### src/rtl/rtc_pkg.sv
package rtc_pkg;

    typedef logic [7:0] bcd_t;

    typedef enum logic [1:0] {
        RATE_SLOW = 2'b00,
        RATE_4K   = 2'b01,
        RATE_8K   = 2'b10,
        RATE_FULL = 2'b11
    } rate_e;

    typedef struct packed {
        bcd_t secs;
        bcd_t mins;
        bcd_t hours;
        bcd_t wday;
        bcd_t mday;
    } clock_t;

    typedef struct packed {
        bcd_t mins;
        bcd_t hours;
        bcd_t dd;
        logic skip_min;
        logic skip_hour;
        logic skip_dd;
        logic use_wday;
    } alarm_cfg_t;

    localparam int NUM_FIELDS = 3;
    localparam bcd_t SEC_ROLL = 8'h00;

    // Counter bit that carries a given rate; the slow rate uses the top bit.
    function automatic int tap_index(rate_e r, int width);
        case (r)
            RATE_4K:   return 3;
            RATE_8K:   return 2;
            RATE_FULL: return 0;
            default:   return width - 1;
        endcase
    endfunction

    function automatic logic field_hit(bcd_t cur, bcd_t want, logic skip);
        return skip || (cur == want);
    endfunction

endpackage

### src/rtl/rtc_sqw_div.sv
module rtc_sqw_div
    import rtc_pkg::*;
#(
    parameter int DIV_W = 16
) (
    input  logic  clk,
    input  logic  rst,
    input  logic  half_tick,
    input  rate_e rate,
    output logic  wave
);
    localparam int TW = (DIV_W > 1) ? $clog2(DIV_W) : 1;

    logic [DIV_W-1:0] cnt;
    logic [TW-1:0]    tap;

    always_ff @(posedge clk) begin
        if (rst)
            cnt <= '0;
        else if (half_tick)
            cnt <= cnt + DIV_W'(1);
    end

    always_comb begin
        tap  = TW'(tap_index(rate, DIV_W));
        wave = cnt[tap];
    end

    a_r2_count_step: assert property (@(posedge clk) disable iff (rst)
        half_tick |=> cnt == $past(cnt) + DIV_W'(1));

    a_r2_count_hold: assert property (@(posedge clk) disable iff (rst)
        !half_tick |=> $stable(cnt));

endmodule

### src/rtl/rtc_alarm_match.sv
module rtc_alarm_match
    import rtc_pkg::*;
(
    input  logic       clk,
    input  logic       rst,
    input  logic       sec_tick,
    input  clock_t     now,
    input  alarm_cfg_t cfg,
    input  logic       clr,
    output logic       flag
);
    logic [NUM_FIELDS-1:0][7:0] cur_f;
    logic [NUM_FIELDS-1:0][7:0] ref_f;
    logic [NUM_FIELDS-1:0]      skip_f;
    logic [NUM_FIELDS-1:0]      ok;
    logic                       sec_zero;
    logic                       set_now;

    always_comb begin
        cur_f[0]  = now.mins;
        cur_f[1]  = now.hours;
        cur_f[2]  = cfg.use_wday ? now.wday : now.mday;
        ref_f[0]  = cfg.mins;
        ref_f[1]  = cfg.hours;
        ref_f[2]  = cfg.dd;
        skip_f[0] = cfg.skip_min;
        skip_f[1] = cfg.skip_hour;
        skip_f[2] = cfg.skip_dd;
    end

    for (genvar g = 0; g < NUM_FIELDS; g++) begin : g_field
        assign ok[g] = field_hit(cur_f[g], ref_f[g], skip_f[g]);
    end

    assign sec_zero = (now.secs == SEC_ROLL);
    assign set_now  = sec_tick && sec_zero && (&ok);

    always_ff @(posedge clk) begin
        if (rst)
            flag <= 1'b0;
        else if (set_now)
            flag <= 1'b1;
        else if (clr)
            flag <= 1'b0;
    end

    a_r10_flag_sticky: assert property (@(posedge clk) disable iff (rst)
        flag && !clr |=> flag);

    a_r10_clear_works: assert property (@(posedge clk) disable iff (rst)
        clr && !set_now |=> !flag);

    a_r10_set_wins: assert property (@(posedge clk) disable iff (rst)
        set_now |=> flag);

    a_r4_rise_on_tick: assert property (@(posedge clk) disable iff (rst)
        $rose(flag) |-> ($past(sec_tick) && $past(now.secs) == SEC_ROLL));

endmodule

### src/rtl/rtc_pin_sel.sv
module rtc_pin_sel (
    input  logic wave,
    input  logic flag,
    input  logic int_mode,
    input  logic alarm_en,
    output logic pin
);
    logic irq_active;

    assign irq_active = int_mode && alarm_en && flag;
    assign pin        = irq_active ? 1'b0 : wave;

endmodule

### src/rtl/rtc_alarm_sqw.sv
module rtc_alarm_sqw
    import rtc_pkg::*;
#(
    parameter int DIV_W = 16
) (
    input  logic       clk,
    input  logic       rst,
    input  logic       half_tick,
    input  logic       sec_tick,
    input  logic [7:0] now_sec,
    input  logic [7:0] now_min,
    input  logic [7:0] now_hour,
    input  logic [7:0] now_wday,
    input  logic [7:0] now_mday,
    input  logic [7:0] alm_min,
    input  logic [7:0] alm_hour,
    input  logic [7:0] alm_dd,
    input  logic       skip_min,
    input  logic       skip_hour,
    input  logic       skip_dd,
    input  logic       dd_is_wday,
    input  logic [1:0] rate_sel,
    input  logic       alarm_en,
    input  logic       int_mode,
    input  logic       flag_clr,
    output logic       alarm_flag,
    output logic       sqw_pin
);
    clock_t     now;
    alarm_cfg_t cfg;
    logic       wave;

    always_comb begin
        now.secs      = now_sec;
        now.mins      = now_min;
        now.hours     = now_hour;
        now.wday      = now_wday;
        now.mday      = now_mday;
        cfg.mins      = alm_min;
        cfg.hours     = alm_hour;
        cfg.dd        = alm_dd;
        cfg.skip_min  = skip_min;
        cfg.skip_hour = skip_hour;
        cfg.skip_dd   = skip_dd;
        cfg.use_wday  = dd_is_wday;
    end

    rtc_alarm_match u_match (
        .clk      (clk),
        .rst      (rst),
        .sec_tick (sec_tick),
        .now      (now),
        .cfg      (cfg),
        .clr      (flag_clr),
        .flag     (alarm_flag)
    );

    rtc_sqw_div #(.DIV_W(DIV_W)) u_div (
        .clk       (clk),
        .rst       (rst),
        .half_tick (half_tick),
        .rate      (rate_e'(rate_sel)),
        .wave      (wave)
    );

    rtc_pin_sel u_pin (
        .wave     (wave),
        .flag     (alarm_flag),
        .int_mode (int_mode),
        .alarm_en (alarm_en),
        .pin      (sqw_pin)
    );

    a_r11_pin_low_on_alarm: assert property (@(posedge clk) disable iff (rst)
        int_mode && alarm_en && alarm_flag |-> !sqw_pin);

endmodule

### config.mk
export PLATFORM = sky130hd
export DESIGN_NAME = rtc_alarm_sqw
export DESIGN_NICKNAME = d
export VERILOG_FILES = /design/src/rtl/rtc_pkg.sv /design/src/rtl/rtc_sqw_div.sv /design/src/rtl/rtc_alarm_match.sv /design/src/rtl/rtc_pin_sel.sv /design/src/rtl/rtc_alarm_sqw.sv
export SDC_FILE = /design/constraint.sdc
export NUM_CORES = 1
export LEC_CHECK = 0
export BUFFER_PORTS_ARGS = -buffer_cell sky130_fd_sc_hd__buf_2
export CORE_MARGIN = 2
export CORE_UTILIZATION = 46
export CTS_BUF_LIST = sky130_fd_sc_hd__clkbuf_8
export DETAILED_ROUTE_END_ITERATION = 16
export MAX_ROUTING_LAYER = met4
export PLACE_DENSITY = 0.92
export SETUP_SLACK_MARGIN = 0.5
export SKIP_LAST_GASP = 1
export SYNTH_ARGS = -nofsm -noshare
export SYNTH_HDL_FRONTEND = slang
export SYNTH_SLANG_ARGS = --single-unit
### constraint.sdc
create_clock -name clk -period 3 [get_ports clk]
set_input_delay 0.6 -clock clk [delete_from_list [all_inputs] [get_ports clk]]
set_output_delay 0.6 -clock clk [all_outputs]
set_load 0.01 [all_outputs]
Word level (Yosys, flattened, before mapping)
Index checks and enable logic that the tools add are counted.
{"block": "op_classes", "addsub": 1, "magnitude_cmp": 1, "eq_ne": 6, "mux": 7, "reduce_logical": 10}
{"cell": "8-bit == test", "n": 3}
{"cell": "16-bit by 1-bit adder with 16-bit output (second input constant)", "n": 1}
{"cell": "4-bit case mux with 3 select lines", "n": 1}
{"cell": "8-bit logical NOT", "n": 1}
{"cell": "8-bit 2-to-1 mux", "n": 1}
{"cell": "4-bit by 5-bit less-than comparator with 1-bit output (second input constant)", "n": 1}
{"cell": "1-bit binary-select mux with 4-bit select", "n": 1}
{"cell": "2-bit == test (second input constant)", "n": 2}
{"cell": "1-bit logical AND", "n": 4}
{"cell": "1-bit 2-to-1 mux", "n": 4}
{"cell": "1-bit logical OR", "n": 3}
{"cell": "3-bit AND reduction", "n": 1}
{"cell": "2-bit by 1-bit == test with 1-bit output (second input constant)", "n": 1}
{"cell": "2-bit nonzero test", "n": 1}
{"block": "word_totals", "register_bits": 17, "input_bits": 77, "output_inout_bits": 2, "word_cells": 27}

Depth between registers and ports, before layout
{"block": "logic_depth", "depth_word": 6, "ltp_mapped": 6}

Cells and area by module
A second synthesis with hierarchy kept.
{"block": "hier_totals", "cells_unflattened": 137, "hier_area_um2": 1202.4}
{"module": "rtc_sqw_div", "instances": 1, "cells_each": 85, "area_each_um2": 778.2, "seq_area_each_um2": 320.3}
{"module": "rtc_alarm_match", "instances": 1, "cells_each": 50, "area_each_um2": 414.1, "seq_area_each_um2": 20.0}
{"module": "rtc_pin_sel", "instances": 1, "cells_each": 2, "area_each_um2": 10.0, "seq_area_each_um2": 0.0}

Worst setup path before layout
Ideal clock, no wire load.
{"block": "synth_path", "path_kind": "input -> register", "startpoint": "input half_tick", "endpoint": "register u_div.cnt[12]", "setup_time_ns": 0.070, "arrival_ns": 1.787, "required_ns": 2.930, "setup_slack_ns": 1.143, "stages": 5, "n_path_buf": 1, "path_cell_list": "buf_4 > nand2_2 > or4_4 > or3_1 > a21oi_1"}
{"element": "start: declaration", "line_no": "rtc_alarm_sqw.sv:8", "rtl": "input logic half_tick,"}
{"element": "end signal: assignment", "line_no": "rtc_sqw_div.sv:21", "rtl": "cnt <= cnt + DIV_W'(1);"}
{"element": "end: declaration", "line_no": "rtc_sqw_div.sv:14", "rtl": "logic [DIV_W-1:0] cnt;"}

Worst setup path after layout
{"block": "layout_path", "startpoint": "input rate_sel[1]", "endpoint": "output sqw_pin"}
{"block": "layout_between", "elab_chain_len": 5}
{"element": "start: declaration", "line_no": "rtc_alarm_sqw.sv:22", "rtl": "input logic [1:0] rate_sel,"}
{"element": "2-bit == test / 2-bit by 1-bit == test with 1-bit output (equally long branches)", "line_no": "rtc_pkg.sv:35", "rtl": "case (r)"}
{"element": "4-bit case mux with 3 select lines *", "line_no": "rtc_pkg.sv:35"}
{"element": "1-bit binary-select mux with 4-bit select *", "line_no": "rtc_sqw_div.sv:26", "rtl": "wave = cnt[tap];"}
{"element": "1-bit 2-to-1 mux (not written as such) *", "line_no": "rtc_sqw_div.sv:26"}
{"element": "1-bit 2-to-1 mux *", "line_no": "rtc_pin_sel.sv:11", "rtl": "assign pin = irq_active ? 1'b0 : wave;"}
{"element": "end: declaration", "line_no": "rtc_alarm_sqw.sv:27", "rtl": "output logic sqw_pin"}
Every way passes the cells marked *; elsewhere a longest branch is shown, timed or not. The select of a mux whose other input is x is not followed.

==> results by group <==
Setup path
  – Data required, critical path: roughly 2.4 ns
  – CP Class: input pin to primary output
  – Crit path cell chain: buf_2 > mux4_1 > inv_1 > a31oi_1 > buf_2
  – Critical path origin: rate_sel[1]
  – Critical Path End Type: primary output
  – CP max stage delay: 0.54 ns
  – Critical path capture point: sqw_pin
  – Levels on crit path: 5
  – Startpoint Class: input pin
  – R2R Path End: u_div.cnt[12]
  – RR Startpoint: u_div.cnt[0]
  – Worst path most repeated cell: buf_2
  – R2R cell count: 5
  – Worst reg2reg setup slack: 1.10 ns
  – Critical path's slowest cell: mux4_1
  – Worst path top cell family by delay: multiplexers
  – Buf/Inv on CP: 3
  – Critical-path maximum fanout: 1
  – Crit path DAT: 1.46 ns

Floorplan
  – Starting Density: 0.472
  – Die Y: 53.7 microns
  – Row count: 18
  – Core area: 2410 sq um
  – Boundary Pins: 79
  – Die footprint: between 2000 and 3000 sq um
  – Die Width: ~54 microns

Cells and area
  – Layout fillers: 197
  – Non-filler instance count after layout: between 200 and 250
  – Commonest non-fill, non-tap cell in the layout: buf_2
  – # diodes: 0
  – Fraction of layout cells with a size suffix above 1: 0.410
  – Most frequent cells in the layout: buf_2, xor2_1, nor2_1
  – Synth-to-layout area growth: 39.9%
  – Fin nets: 289
  – Post-layout util: 0.660

Synth
  – Syn avg cell area: between 8 and 9 sq um
  – Ys async rst share: 0
  – Cell variety after synth: 26
  – Post-synth top area cell: dfxtp_1
  – Cells after Synth: 132
  – Mapped Nets: 210
  – Post-synth top flop: dfxtp_1
  – Post-synth top area share: 0.299
  – Top cells by area, synth: dfxtp_1, xor2_1, xnor2_1
  – Netlist Area Pre-Place: 1140 sq um
  – Yosys reg bits: 17
  – Register area share after synthesis: 0.299
  – Post-synth EDFFs: 0
  – Yosys warnings: 0

Power
  – Sw Pwr: 0.000130 W
  – Share of total power in sequential cells: 0.451
  – VDD IR-drop max: between 300 and 400 uV
  – Comb power frac: 0.216
  – Pint: 0.000387 W
  – Clock share of power: 0.334
  – P per Cell Area: roughly 320 nW/um^2
  – Sw frac: 0.251
  – Leak: 0.733 nW

Placed design
  – DP Worst Slack: around 0.93 ns
  – Cells after DPL: 236
  – Global placer's final weighted congestion: 0.782
  – Post-DP HPWL: between 2 and 3 mm
  – Port bufs: a little under 80

Global route
  – Initial antenna violation count: 0
  – Total congestion overflow: 0
  – First-pass GRT wire length: 4.62 mm
  – Total track usage: 0.225
  – Largest net degree at the start of global routing: 19
  – Vias in the first global route: 1133

Routing
  – Iteration-0 DRC Markers: 11
  – Routed wire per std cell: 12.5 microns
  – Vias per std cell: 4.93
  – Antenna Nets Post-Route: 0
  – Vias: 1184
  – Routed WL: 2.99 mm
  – Drt drc: 0
  – TritonRoute pass-1 iters: 6

Timing
  – Achievable clock frequency: roughly 480 MHz
  – Final setup margin: 0.935 ns
  – RSZ-0062 raised after global routing: false
  – Fin Hold WS: between 0.4 and 0.5 ns
  – Post-layout minimum cycle time: 2.06 ns
  – Final slew viol count: 0
  – Rel. slew slack: 0.630
  – Clock skew: approximately 0.0061 ns
  – Final Hold Violating Endpoints: 0
  – Fin Setup TNS: 0 ns
  – Final setup viols: 0
  – Slew @ Worst Pin: between 0.5 and 0.6 ns
  – Final period util: 0.688

CTS
  – # Post-CTS Setup Buffers: 0
  – Clock buffer count from CTS: 3
  – Clk_lat worst skew: 0.26 ns
  – Root Buffer Master: clkbuf_8
  – H-tree Lvls: 1
  – CTS clk-pin slew, worst paths: 0.07 ns
  – Post-cts resize count: 0
  – Clock buffer depth: 2
  – CTS tree: built
  – Clk sinks: 17
  – # hold bufs at CTS: 0

Run
  – MaxCap Viol Count: 0

Run status
  – Status: complete, no violations

Min path
  – Class of the worst hold path: flip-flop to flip-flop
## cells in the mapped netlist (2+ instances only)
library cell and n:
clkbuf_1 2, dfxtp_1 17, xnor2_1 12, o21ai_0 3
nand4_1 6, mux2i_1 9, or3_1 3, a21oi_1 5
nand3_1 3, inv_1 3, xor2_1 25, nand2_1 5
nor4_1 8, nor2_1 19
## how the worst min path moves through the flow
| stage | from | end | slack, ns | cells after the start |
|---|---|---|---|---|
| after detailed placement | u_match.flag | u_match.flag | 0.48 | 2 |
| after floorplan | u_div.cnt[14] | u_div.cnt[14] | 0.46 | 2 |
| after CTS | u_match.flag | u_match.flag | 0.49 | 2 |
| final | u_match.flag | u_match.flag | 0.49 | 2 |
| after global routing | u_div.cnt[13] | u_div.cnt[13] | 0.54 | 2 |
| after global placement | u_div.cnt[14] | u_div.cnt[14] | 0.47 | 2 |
## final cells by class
cell class | instances | area [sq um] | share of cell area
Multi-Input combinational cell | 108 | 766 | 0.481
Timing Repair Buffer | 78 | 390 | 0.245
Sequential cell | 17 | 340 | 0.214
Clock buffer | 3 | 41.3 | 0.0259
Tap cell | 30 | 37.5 | 0.0236
Inverter | 3 | 11.3 | 0.00708
Clock inverter | 1 | 5.00 | 0.00314
## worst register-to-register path: cells and delay by family, from the launching register on
family	cells	cell delay [ns]
adder cells (fa/ha/maj)	1	0.23
AO/OA/AOI/OAI	1	0.17
AND/OR/NAND/NOR	3	1.00
flip-flops	1	0.43
## stage by stage
step                      area [sq um]  total power (W)
after floorplan                   1140         0.000290
after global placement            1550         0.000345
after detailed placement          1550         0.000349
after CTS                         1590         0.000521
after global routing              1590         0.000541
final                             1590         0.000516
## power groups by stage
stage | clock network [W] | logic, W | registers [W]
floorplan | 0 | 0.0000538 | 0.000237
global placement | 0 | 0.000108 | 0.000237
detailed placement | 0 | 0.000111 | 0.000238
CTS | 0.000176 | 0.000112 | 0.000233
global route | 0.000185 | 0.000123 | 0.000233
finish | 0.000172 | 0.000111 | 0.000233
## cells by family (layout without fill, tap and decap cells)
logic type	Yosys count	after routing	share of synthesized area
and+or+nand+nor	51	51	0.234
xor gates and xnor gates	37	37	0.285
DFF	17	17	0.299
muxes	10	10	0.102
adders and majority gates	1	1	0.0110
buffers and inverters	7	85	0.0275
AOI/OAI and AO/OA	9	9	0.0407
## per-layer routing
layer | routed length, microns | vias to the layer above | track usage
met5 | 0 | - | -
met4 | 25 | 0 | 0.0299
met3 | 197 | 4 | 0.0639
met2 | 1600 | 34 | 0.419
met1 | 1170 | 535 | 0.240
li1 | - | 611 | -
## state kept, by name, summed over array words and instances (netlist names)
register,flops
u_match.flag,1
u_div.cnt,16
(Power assumes the default switching activity.)
